==> config.mk <==
export PLATFORM = sky130hd
export DESIGN_NAME = bank_exc_seq
export DESIGN_NICKNAME = d
export VERILOG_FILES = /design/src/rtl/bank_exc_pkg.sv /design/src/rtl/bank_tracker.sv /design/src/rtl/exc_sequencer.sv /design/src/rtl/bank_exc_seq.sv
export SDC_FILE = /design/constraint.sdc
export NUM_CORES = 1
export LEC_CHECK = 0
export ABC_AREA = 1
export CAP_MARGIN = 20
export CORE_MARGIN = 10
export CORE_UTILIZATION = 40
export DETAILED_ROUTE_END_ITERATION = 6
export PLACE_DENSITY_LB_ADDON = 0.2
export SLEW_MARGIN = 10
export SYNTH_ARGS = -nofsm -noshare
export SYNTH_HDL_FRONTEND = slang
export SYNTH_SLANG_ARGS = --single-unit
==> constraint.sdc <==
create_clock -name clk -period 6.8 [get_ports clk]
set_input_delay 1.7 -clock clk [delete_from_list [all_inputs] [get_ports clk]]
set_output_delay 1.7 -clock clk [all_outputs]
set_load 0.005 [all_outputs]
==> src/rtl/bank_exc_pkg.sv <==
// Shared types for the register bank exception sequencer.
// Assumes a 32-bit address and data path.
package bank_exc_pkg;
    localparam int XLEN = 32;

    typedef enum logic [2:0] {
        ST_IDLE,
        ST_VEC_RD,
        ST_PUSH_SR,
        ST_PUSH_PC,
        ST_JUMP
    } seq_state_t;

    typedef enum logic {
        ERR_OVF = 1'b0,
        ERR_UNF = 1'b1
    } err_kind_t;

    typedef struct packed {
        err_kind_t         kind;
        logic [XLEN-1:0]   ret_pc;
        logic [XLEN-1:0]   sr;
        logic [XLEN-1:0]   sp;
        logic [XLEN-1:0]   vbr;
        logic [3:0]        lvl;
    } err_ctx_t;
endpackage

==> src/rtl/bank_tracker.sv <==
// Bank occupancy counter with overflow/underflow detection.
// Assumes: requests are single-cycle strobes; while busy is high every
// request is ignored; an interrupt accept wins over a same-cycle restore.
module bank_tracker #(
    parameter int NUM_BANKS = 15,
    localparam int CW = $clog2(NUM_BANKS + 1)
) (
    input  logic          clk,
    input  logic          rst_n,
    input  logic          busy,
    input  logic          irq_take,
    input  logic          irq_banked,
    input  logic          resbank_req,
    input  logic          ovf_en,
    output logic [CW-1:0] cnt,
    output logic          ovf_hit,
    output logic          unf_hit
);
    logic full;
    logic empty;
    logic take_bank;
    logic do_restore;

    // Qualify requests and flag error conditions.
    always_comb begin
        full       = (cnt == CW'(NUM_BANKS));
        empty      = (cnt == '0);
        take_bank  = !busy && irq_take && irq_banked;
        do_restore = !busy && !irq_take && resbank_req;
        ovf_hit    = take_bank && full && ovf_en;
        unf_hit    = do_restore && empty;
    end

    // Occupancy count update.
    always_ff @(posedge clk) begin
        if (!rst_n) begin
            cnt <= '0;
        end else if (take_bank && !full) begin
            cnt <= cnt + CW'(1);
        end else if (do_restore && !empty) begin
            cnt <= cnt - CW'(1);
        end
    end

    a_r1_count_bound: assert property (@(posedge clk) disable iff (!rst_n)
        cnt <= CW'(NUM_BANKS));

    a_r3_full_saturates: assert property (@(posedge clk) disable iff (!rst_n)
        (full && irq_take && irq_banked && !busy) |=> (cnt == CW'(NUM_BANKS)));

    a_r4_empty_holds: assert property (@(posedge clk) disable iff (!rst_n)
        (empty && resbank_req && !irq_take && !busy) |=> (cnt == '0));

    a_r10_hold_while_busy: assert property (@(posedge clk) disable iff (!rst_n)
        busy |=> $stable(cnt));
endmodule

==> src/rtl/exc_sequencer.sv <==
// Exception entry sequencer: vector read, SR push, PC push, jump.
// Assumes memory read data is valid the cycle after a read request and
// writes complete in the cycle they are issued. Context is captured at
// the detection edge, so inputs may change during the sequence.
module exc_sequencer
    import bank_exc_pkg::*;
#(
    parameter int VEC_OVF = 9,
    parameter int VEC_UNF = 10
) (
    input  logic            clk,
    input  logic            rst_n,
    input  logic            ovf_hit,
    input  logic            unf_hit,
    input  logic [3:0]      irq_level,
    input  logic [XLEN-1:0] cur_pc,
    input  logic [XLEN-1:0] next_pc,
    input  logic [XLEN-1:0] sr_in,
    input  logic [XLEN-1:0] sp_in,
    input  logic [XLEN-1:0] vbr_in,
    input  logic [XLEN-1:0] mem_rdata,
    output logic            busy,
    output logic            mem_req,
    output logic            mem_we,
    output logic [XLEN-1:0] mem_addr,
    output logic [XLEN-1:0] mem_wdata,
    output logic            jump_valid,
    output logic [XLEN-1:0] jump_pc,
    output logic [XLEN-1:0] new_sp,
    output logic [XLEN-1:0] new_sr
);
    localparam logic [XLEN-1:0] OFS_OVF = XLEN'(VEC_OVF * 4);
    localparam logic [XLEN-1:0] OFS_UNF = XLEN'(VEC_UNF * 4);

    seq_state_t      state;
    err_ctx_t        ctx;
    logic [XLEN-1:0] vec_q;

    // Status register seen by the handler: mask raised on overflow only.
    function automatic logic [XLEN-1:0] handler_sr(input err_ctx_t c);
        logic [XLEN-1:0] s;
        s = c.sr;
        if (c.kind == ERR_OVF) s[7:4] = c.lvl;
        return s;
    endfunction

    // Sequence state and captured context.
    always_ff @(posedge clk) begin
        if (!rst_n) begin
            state <= ST_IDLE;
            ctx   <= '0;
            vec_q <= '0;
        end else begin
            unique case (state)
                ST_IDLE: begin
                    if (ovf_hit || unf_hit) begin
                        state      <= ST_VEC_RD;
                        ctx.kind   <= ovf_hit ? ERR_OVF : ERR_UNF;
                        ctx.ret_pc <= ovf_hit ? next_pc : cur_pc;
                        ctx.sr     <= sr_in;
                        ctx.sp     <= sp_in;
                        ctx.vbr    <= vbr_in;
                        ctx.lvl    <= irq_level;
                    end
                end
                ST_VEC_RD:  state <= ST_PUSH_SR;
                ST_PUSH_SR: begin
                    vec_q <= mem_rdata;
                    state <= ST_PUSH_PC;
                end
                ST_PUSH_PC: state <= ST_JUMP;
                ST_JUMP:    state <= ST_IDLE;
                default:    state <= ST_IDLE;
            endcase
        end
    end

    // Memory port and jump outputs decoded from the state.
    always_comb begin
        busy       = (state != ST_IDLE);
        mem_req    = 1'b0;
        mem_we     = 1'b0;
        mem_addr   = '0;
        mem_wdata  = '0;
        jump_valid = 1'b0;
        jump_pc    = '0;
        new_sp     = '0;
        new_sr     = '0;
        unique case (state)
            ST_VEC_RD: begin
                mem_req  = 1'b1;
                mem_addr = ctx.vbr + ((ctx.kind == ERR_OVF) ? OFS_OVF : OFS_UNF);
            end
            ST_PUSH_SR: begin
                mem_req   = 1'b1;
                mem_we    = 1'b1;
                mem_addr  = ctx.sp - XLEN'(4);
                mem_wdata = ctx.sr;
            end
            ST_PUSH_PC: begin
                mem_req   = 1'b1;
                mem_we    = 1'b1;
                mem_addr  = ctx.sp - XLEN'(8);
                mem_wdata = ctx.ret_pc;
            end
            ST_JUMP: begin
                jump_valid = 1'b1;
                jump_pc    = vec_q;
                new_sp     = ctx.sp - XLEN'(8);
                new_sr     = handler_sr(ctx);
            end
            default: ;
        endcase
    end

    a_r5_read_first: assert property (@(posedge clk) disable iff (!rst_n)
        $rose(busy) |-> (mem_req && !mem_we));

    a_r6_sr_then_pc: assert property (@(posedge clk) disable iff (!rst_n)
        (mem_req && mem_we && mem_addr == ctx.sp - XLEN'(4))
            |=> (mem_req && mem_we && mem_addr == ctx.sp - XLEN'(8)));

    a_r9_single_jump: assert property (@(posedge clk) disable iff (!rst_n)
        jump_valid |=> (!busy && !jump_valid));

    a_r10_no_restart: assert property (@(posedge clk) disable iff (!rst_n)
        (busy && !jump_valid) |=> busy);
endmodule

==> src/rtl/bank_exc_seq.sv <==
// Top: register bank occupancy tracking plus exception entry sequencing.
// Assumes the interrupt controller and pipeline hold off their own work
// while busy is high; requests presented then are discarded.
module bank_exc_seq
    import bank_exc_pkg::*;
#(
    parameter int NUM_BANKS = 15,
    parameter int VEC_OVF   = 9,
    parameter int VEC_UNF   = 10,
    localparam int CW = $clog2(NUM_BANKS + 1)
) (
    input  logic            clk,
    input  logic            rst_n,
    input  logic            irq_take,
    input  logic            irq_banked,
    input  logic [3:0]      irq_level,
    input  logic            resbank_req,
    input  logic            ovf_en,
    input  logic [XLEN-1:0] cur_pc,
    input  logic [XLEN-1:0] next_pc,
    input  logic [XLEN-1:0] sr_in,
    input  logic [XLEN-1:0] sp_in,
    input  logic [XLEN-1:0] vbr_in,
    input  logic [XLEN-1:0] mem_rdata,
    output logic            busy,
    output logic            mem_req,
    output logic            mem_we,
    output logic [XLEN-1:0] mem_addr,
    output logic [XLEN-1:0] mem_wdata,
    output logic            jump_valid,
    output logic [XLEN-1:0] jump_pc,
    output logic [XLEN-1:0] new_sp,
    output logic [XLEN-1:0] new_sr,
    output logic [CW-1:0]   bank_count
);
    logic ovf_hit;
    logic unf_hit;

    bank_tracker #(.NUM_BANKS(NUM_BANKS)) u_tracker (
        .clk         (clk),
        .rst_n       (rst_n),
        .busy        (busy),
        .irq_take    (irq_take),
        .irq_banked  (irq_banked),
        .resbank_req (resbank_req),
        .ovf_en      (ovf_en),
        .cnt         (bank_count),
        .ovf_hit     (ovf_hit),
        .unf_hit     (unf_hit)
    );

    exc_sequencer #(.VEC_OVF(VEC_OVF), .VEC_UNF(VEC_UNF)) u_seq (
        .clk        (clk),
        .rst_n      (rst_n),
        .ovf_hit    (ovf_hit),
        .unf_hit    (unf_hit),
        .irq_level  (irq_level),
        .cur_pc     (cur_pc),
        .next_pc    (next_pc),
        .sr_in      (sr_in),
        .sp_in      (sp_in),
        .vbr_in     (vbr_in),
        .mem_rdata  (mem_rdata),
        .busy       (busy),
        .mem_req    (mem_req),
        .mem_we     (mem_we),
        .mem_addr   (mem_addr),
        .mem_wdata  (mem_wdata),
        .jump_valid (jump_valid),
        .jump_pc    (jump_pc),
        .new_sp     (new_sp),
        .new_sr     (new_sr)
    );
endmodule

Yosys cells after proc, flatten, opt, wreduce, memory -nomap -nowiden
Index checks and enable logic that the tools add are counted.
{ "word_totals": {"ff_bits": 172, "in_bits": 202, "output_inout_bits": 168, "elab_cells": 57} }
{ "op_classes": {"add_sub_neg": 5, "n_eq_ne": 6, "n_mux": 16, "reduce_logical": 21} }
{ "ops": {"columns": ["cell", "count"], "rows": [
  ["$mux W32", 4],
  ["$pmux W32 S3", 1],
  ["$pmux W32 S2", 1],
  ["$add A32 B32 Y32", 1],
  ["$sub A32 B3 Y32 const B", 1],
  ["$sub A32 B4 Y32 const B", 1],
  ["$mux W4", 4],
  ["$pmux W3 S4", 1],
  ["$logic_and A1 B1 Y1", 9],
  ["$eq A3 B2 Y1 const B", 2],
  ["$add A4 B1 Y4 const B", 1],
  ["$eq A4 B4 Y1 const B", 1],
  ["$logic_not A1 Y1", 4],
  ["$logic_not A4 Y1", 1],
  ["$mux W1", 4],
  ["$sub A4 B1 Y4 const B", 1],
  ["$eq A3 B1 Y1 const B", 1],
  ["$eq A3 B3 Y1 const B", 1],
  ["$logic_not A3 Y1", 1],
  ["$mux W3", 1],
  ["$reduce_bool A3 Y1", 1],
  ["$reduce_or A3 Y1", 1],
  ["$ne A2 B1 Y1 const B", 1],
  ["$reduce_and A2 Y1", 1],
  ["3 further kinds", 3]
]} }

Depth between registers and ports, before layout
{ "logic_depth": {"depth_word": 9, "depth_mapped": 14} }

Cells and area by module
Synthesis repeated with hierarchy kept, for this count alone.
{ "hier_totals": {"cells_unflattened": 1628, "hier_area_um2": 10223.6} }
{ "by_module_without_submodules": {"columns": ["module", "n_inst", "cells_each", "area_each_um2"], "rows": [
  ["exc_sequencer", 1, 1572, 9858.2],
  ["bank_tracker", 1, 56, 365.4]
]} }

Worst setup path before layout
No wires, ideal clock.
{ "synth_timing": {"kind": "register to output", "start": "register u_seq.ctx[132] in the netlist's numbering", "end": "output mem_addr[12]", "arrival_time_ps": 1916, "slack_ps": 3184, "stages_incl_launch_ff": 11, "path_buffers": 0, "path_cell_list": "dfxtp_1 inv_1 ha_1 fa_1 nand2_1 nand2_1 nand2_1 nor2_1 or2_2 nand3_1 nand3_1"} }
{ "synth_via": {"elab_chain_len": 3} }
{ "synth_rtl": {"columns": ["element", "line", "source"], "rows": [
  ["start: declaration", "exc_sequencer.sv:36", "err_ctx_t ctx;"],
  ["$mux W4", "exc_sequencer.sv:92", "mem_addr = ctx.vbr + ((ctx.kind == ERR_OVF) ? OFS_OVF : OFS_UNF);"],
  ["$add A32 B32 Y32", "exc_sequencer.sv:92", null],
  ["$pmux W32 S3", "exc_sequencer.sv:89", "unique case (state)"],
  ["end: declaration", "bank_exc_seq.sv:28", "output logic [XLEN-1:0] mem_addr,"]
]} }
Every way passes these cells.

Worst setup path in the final report
{ "layout_timing": {"start": "register u_seq.state[2]", "end": "output new_sp[21]"} }
{ "layout_via": {"elab_chain_len": 2} }
{ "layout_rtl": {"columns": ["element", "line", "source"], "rows": [
  ["start: declaration", "exc_sequencer.sv:35", "seq_state_t state;"],
  ["start signal: assignment", "exc_sequencer.sv:50", "state <= ST_IDLE;"],
  ["start signal: assignment", "exc_sequencer.sv:57", "state <= ST_VEC_RD;"],
  ["start signal: assignment", "exc_sequencer.sv:66", "ST_VEC_RD: state <= ST_PUSH_SR;"],
  ["$eq A3 B3 Y1", "exc_sequencer.sv:89", null],
  ["$mux W32", "exc_sequencer.sv:89", null],
  ["end: declaration", "bank_exc_seq.sv:32", "output logic [XLEN-1:0] new_sp,"]
]} }
Every way passes these cells.

==> results.md <==
Yosys:
- The area share of the largest cell type after synthesis is 34.1%.
- The number of distinct library cells after synthesis is 35.
- The portion of the post-synthesis area used by sequential elements is 34.1%.
- After synthesis the cells add up to 10100 sq um.
- The leading area contributor after synthesis is sky130_fd_sc_hd__dfxtp_1.
- The number of synthesis warnings is 0.
- After synthesis, the mean cell area works out to 6.15 sq um.
- The cell count after synthesis came out at 1642.
- The synthesized netlist net count is 1853.
- The flip-flop and latch count after synthesis is 172.
- Yosys attributes the largest share of cell area to sky130_fd_sc_hd__dfxtp_1 (34%), sky130_fd_sc_hd__nand2_1 (14%), sky130_fd_sc_hd__nand3_1 (11%).

Timing:
- Static timing analysis puts the maximum clock frequency at 192 MHz.
- The setup violation total in the final timing report is 0.
- The number of max-slew violations in the final report was 0.
- The worst slew margin relative to its limit is 34.3%.
- The final setup skew is 0.0180 ns.
- The worst hold slack after final layout is 0.455 ns.
- The minimum clock period after layout is 5.20 ns.
- The part of the cycle the worst path needs is 76.4%.
- Setup repair after global routing left no endpoint under its margin.
- The count of endpoints failing hold in the final timing report is 0.
- Once routing completed, OpenROAD measured the worst setup slack at 1.60 ns.
- The slew at the pin closest to its max-slew limit is 0.986 ns.
- The final-layout setup total negative slack is 0 ns.

Pwr:
- The total power divided by cell area is 235 nW/um^2.
- In this run the static leakage power is 5.34 nW.
- VDD sags by at most 132 uV.

GRT:
- Entering global routing, the biggest net connects 94 pins.
- The initial antenna violation count is 1.
- In the global route stage, met2 resource usage came out at 44.1%.
- The layer carrying the most global-route usage is met2.
- The overall fraction of global-route tracks in use is 26.1%.
- For this run, global-route usage on met1 was measured as 31.2%.
- The total overflow left after global routing is 0.
- The global routing usage on met3 is 7.88%.
- The first global-routing pass estimated 65300 um of wire.
- The number of global-route vias before repair is 11.6k.

Floorplan:
- The total number of placement rows is 58.
- The vertical die dimension is 179 um.
- In this run the standard cell core region covers 25000 sq um.
- 370 I/O pins were placed.
- The die width is 179 um.
- The starting density of the core is 40.4%.
- The floorplan step defined a die boundary enclosing 32000 sq um.

Clock tree:
- Once the clock tree was built, the resizer swapped 0 gates to a different size.
- The root buffer cell chosen for the clock tree is sky130_fd_sc_hd__clkbuf_16.
- The H-tree generated during clock tree synthesis spans 4 levels.
- After clock tree synthesis, the flow added hold-fix buffers numbering 0.
- Clock-pin slew was measured on the worst setup and hold paths at 0.08 ns.
- The maximum root-to-sink buffer count is 2.
- The number of setup buffers added after CTS is 0.
- The clock insertion delay at the later pin of the skew report is 0.45 ns.
- The tree built by TritonCTS fans out to 172 sinks.
- TritonCTS built the clock tree.
- The number of buffers added by the clock tree synthesis step is 17.

Critical path:
- Following the worst setup path forward leads to its endpoint at new_sp[21].
- The slowest stage cell on the critical path is sky130_fd_sc_hd__nor2_1.
- The largest single stage delay on the critical path is 0.69 ns.
- The critical path launch point type is a flip-flop.
- The required time at the worst-slack endpoint is 5.10 ns.
- The reg-to-reg endpoint is u_seq.ctx[15]$_SDFFE_PN0P_.
- The arrival time reported for the critical path endpoint is 3.50 ns.
- The path depth of the worst reg2reg path is 8.
- The most numerous cell type found on the critical path is sky130_fd_sc_hd__inv_2.
- The timing startpoint of the critical path is u_seq.state[2]$_SDFFE_PN0P_.
- The worst register-to-register path begins at u_seq.state[2]$_SDFFE_PN0P_.
- The critical path goes through inv_2 -> nor2_1 -> inv_2 -> buf_4 -> a21oi_1 -> clkdlybuf4s50_1.
- The highest fanout seen on the critical path is 65.
- The kind of end point of the critical path is an output port.
- The type of the worst setup path is reg -> out.
- The worst register-to-register path has a setup slack of 3.83 ns.

Finish:
- The final layout contains 2160 nets.
- The filler cell count in the final layout is 2530.
- The number of antenna diodes is 0.
- The layout overhead on the synthesized area is 43.6%.
- The design area is 14500 sq um.
- The final cell count without fillers is 2292.
- Cells with a size suffix above 1 make up 3.47% of the layout.

Placed design:
- The worst setup timing slack at the placement stage is 2.05 ns.
- Routability-driven placement finished with a final weighted congestion of 0.963.
- After detailed placement, the total cell area comes to 13900 sq um.
- The wire-length estimate of the detail-placed layout is 32100 um.
- Once placement completed, the tool counted placed cells totaling 2259.
- Input and output buffers added on the ports amount to 369.

Detailed routing:
- The detail-routed net length per standard cell is 19.0 um.
- The final antenna-violating net count is 0.
- The via density per instance is 5.32.
- For this block, the initial DRC count from the detailed router was 1032.
- The total iterations of the first detailed-routing run is 6.
- After detailed routing, the total wire length is 43500 um.
- After detailed routing, the number of remaining DRC violations is 0.
- For this block, the via count after detailed routing is 12.2k.

Hold path:
- The worst hold path passes through 2 cells.
- The tightest min-delay check is of the reg -> reg type.

Run:
- The number of max-cap violations is 0.

Outcome:
- The run finished with clean final reports.
[registers in the layout, indices dropped and copies added (netlist names)]
| register | flops |
|---|---|
| u_seq.ctx | 133 |
| u_tracker.cnt | 4 |
| u_seq.state | 3 |
| u_seq.vec_q | 32 |
[worst min-delay path by stage]
| stage | start | to |
|---|---|---|
| floorplan | u_seq.vec_q[25]$_SDFFE_PN0P_ | u_seq.vec_q[25]$_SDFFE_PN0P_ |
| global placement | u_seq.vec_q[10]$_SDFFE_PN0P_ | u_seq.vec_q[10]$_SDFFE_PN0P_ |
| detailed placement | u_seq.vec_q[21]$_SDFFE_PN0P_ | u_seq.vec_q[21]$_SDFFE_PN0P_ |
| CTS | u_seq.vec_q[14]$_SDFFE_PN0P_ | u_seq.vec_q[14]$_SDFFE_PN0P_ |
| global route | u_seq.vec_q[17]$_SDFFE_PN0P_ | u_seq.vec_q[17]$_SDFFE_PN0P_ |
| finish | u_seq.vec_q[6]$_SDFFE_PN0P_ | u_seq.vec_q[6]$_SDFFE_PN0P_ |
[synth_stat cells, drive strengths merged]
| cell | instances |
|---|---|
| a21oi | 186 |
| o221ai | 2 |
| o21ai | 156 |
| xnor2 | 1 |
| o21bai | 1 |
| a32o | 4 |
| nor3 | 2 |
| ha | 7 |
| dfxtp | 172 |
| buf | 43 |
| nor2 | 210 |
| clkinv | 2 |
| nand2 | 389 |
| clkbuf | 50 |
| and2 | 11 |
| or2 | 4 |
| o211ai | 9 |
| inv | 154 |
| a211oi | 2 |
| xor2 | 12 |
| fa | 2 |
| nand3 | 216 |
| nand4 | 7 |
[power by group]
part | switching [mW] | internal, mW | leakage [nW]
clock | 0.487 | 0.525 | 0.288
sequential | 0.107 | 1.12 | 1.40
combinational | 0.722 | 0.451 | 3.65
[through the flow]
step,utilization (%),total power [mW]
final,58.0,3.41
after global routing,58.0,3.62
after CTS,57.9,3.41
after detailed placement,55.5,2.41
after global placement,55.4,2.38
after floorplan,-,1.97
[cell type report]
cell class / instances / area (sq um) / share of cell area (%)
clock inverters: 15 / 174 / 1.20
repair buffers: 381 / 3810 / 26.3
inverters: 156 / 587 / 4.04
clock buffers: 17 / 425 / 2.93
flip-flops and latches: 172 / 3440 / 23.7
multi-input cells: 1221 / 5660 / 39.0
well taps: 330 / 413 / 2.85
[metal layers]
layer | up-vias | wire length [um]
met5 | - | 9
met4 | 2 | 1180
met3 | 80 | 4250
met2 | 565 | 20900
met1 | 5593 | 17100
li1 | 5960 | -
[kinds of logic after synthesis]
group	count (synthesis)	share of synthesized area, %
xor+xnor	13	1.13
compound gates	360	18.4
simple gates	839	35.1
buf+inv	249	10.0
flops	172	34.1
fa+ha+maj	9	1.26
[critical path, delay by kind of cell (launching register included)]
kind	cells	cell delay, ns
AO/OA/AOI/OAI	1	0.22
AND/OR/NAND/NOR	1	0.69
flip-flops	1	0.43
buffers and inverters	4	1.65
[placed cells by master (no fill, tap or decap), types with 4 or more instances in the layout]
cell                              instances
sky130_fd_sc_hd__inv_1                  151
sky130_fd_sc_hd__o21ai_0                149
sky130_fd_sc_hd__nand3_1                216
sky130_fd_sc_hd__clkdlybuf4s50_1        368
sky130_fd_sc_hd__clkbuf_16               17
sky130_fd_sc_hd__inv_6                    6
sky130_fd_sc_hd__o21ai_1                  7
sky130_fd_sc_hd__o211ai_1                 9
sky130_fd_sc_hd__nor2_1                 202
sky130_fd_sc_hd__a21oi_1                186
sky130_fd_sc_hd__a32o_1                   4
sky130_fd_sc_hd__or2_2                    4
sky130_fd_sc_hd__and2_1                  11
sky130_fd_sc_hd__nand4_1                  6
sky130_fd_sc_hd__xor2_1                  12
sky130_fd_sc_hd__nor2_2                   6
sky130_fd_sc_hd__buf_4                   10
sky130_fd_sc_hd__dfxtp_1                172
sky130_fd_sc_hd__nand2_1                385
sky130_fd_sc_hd__ha_1                     7
(Power assumes the default switching activity.)
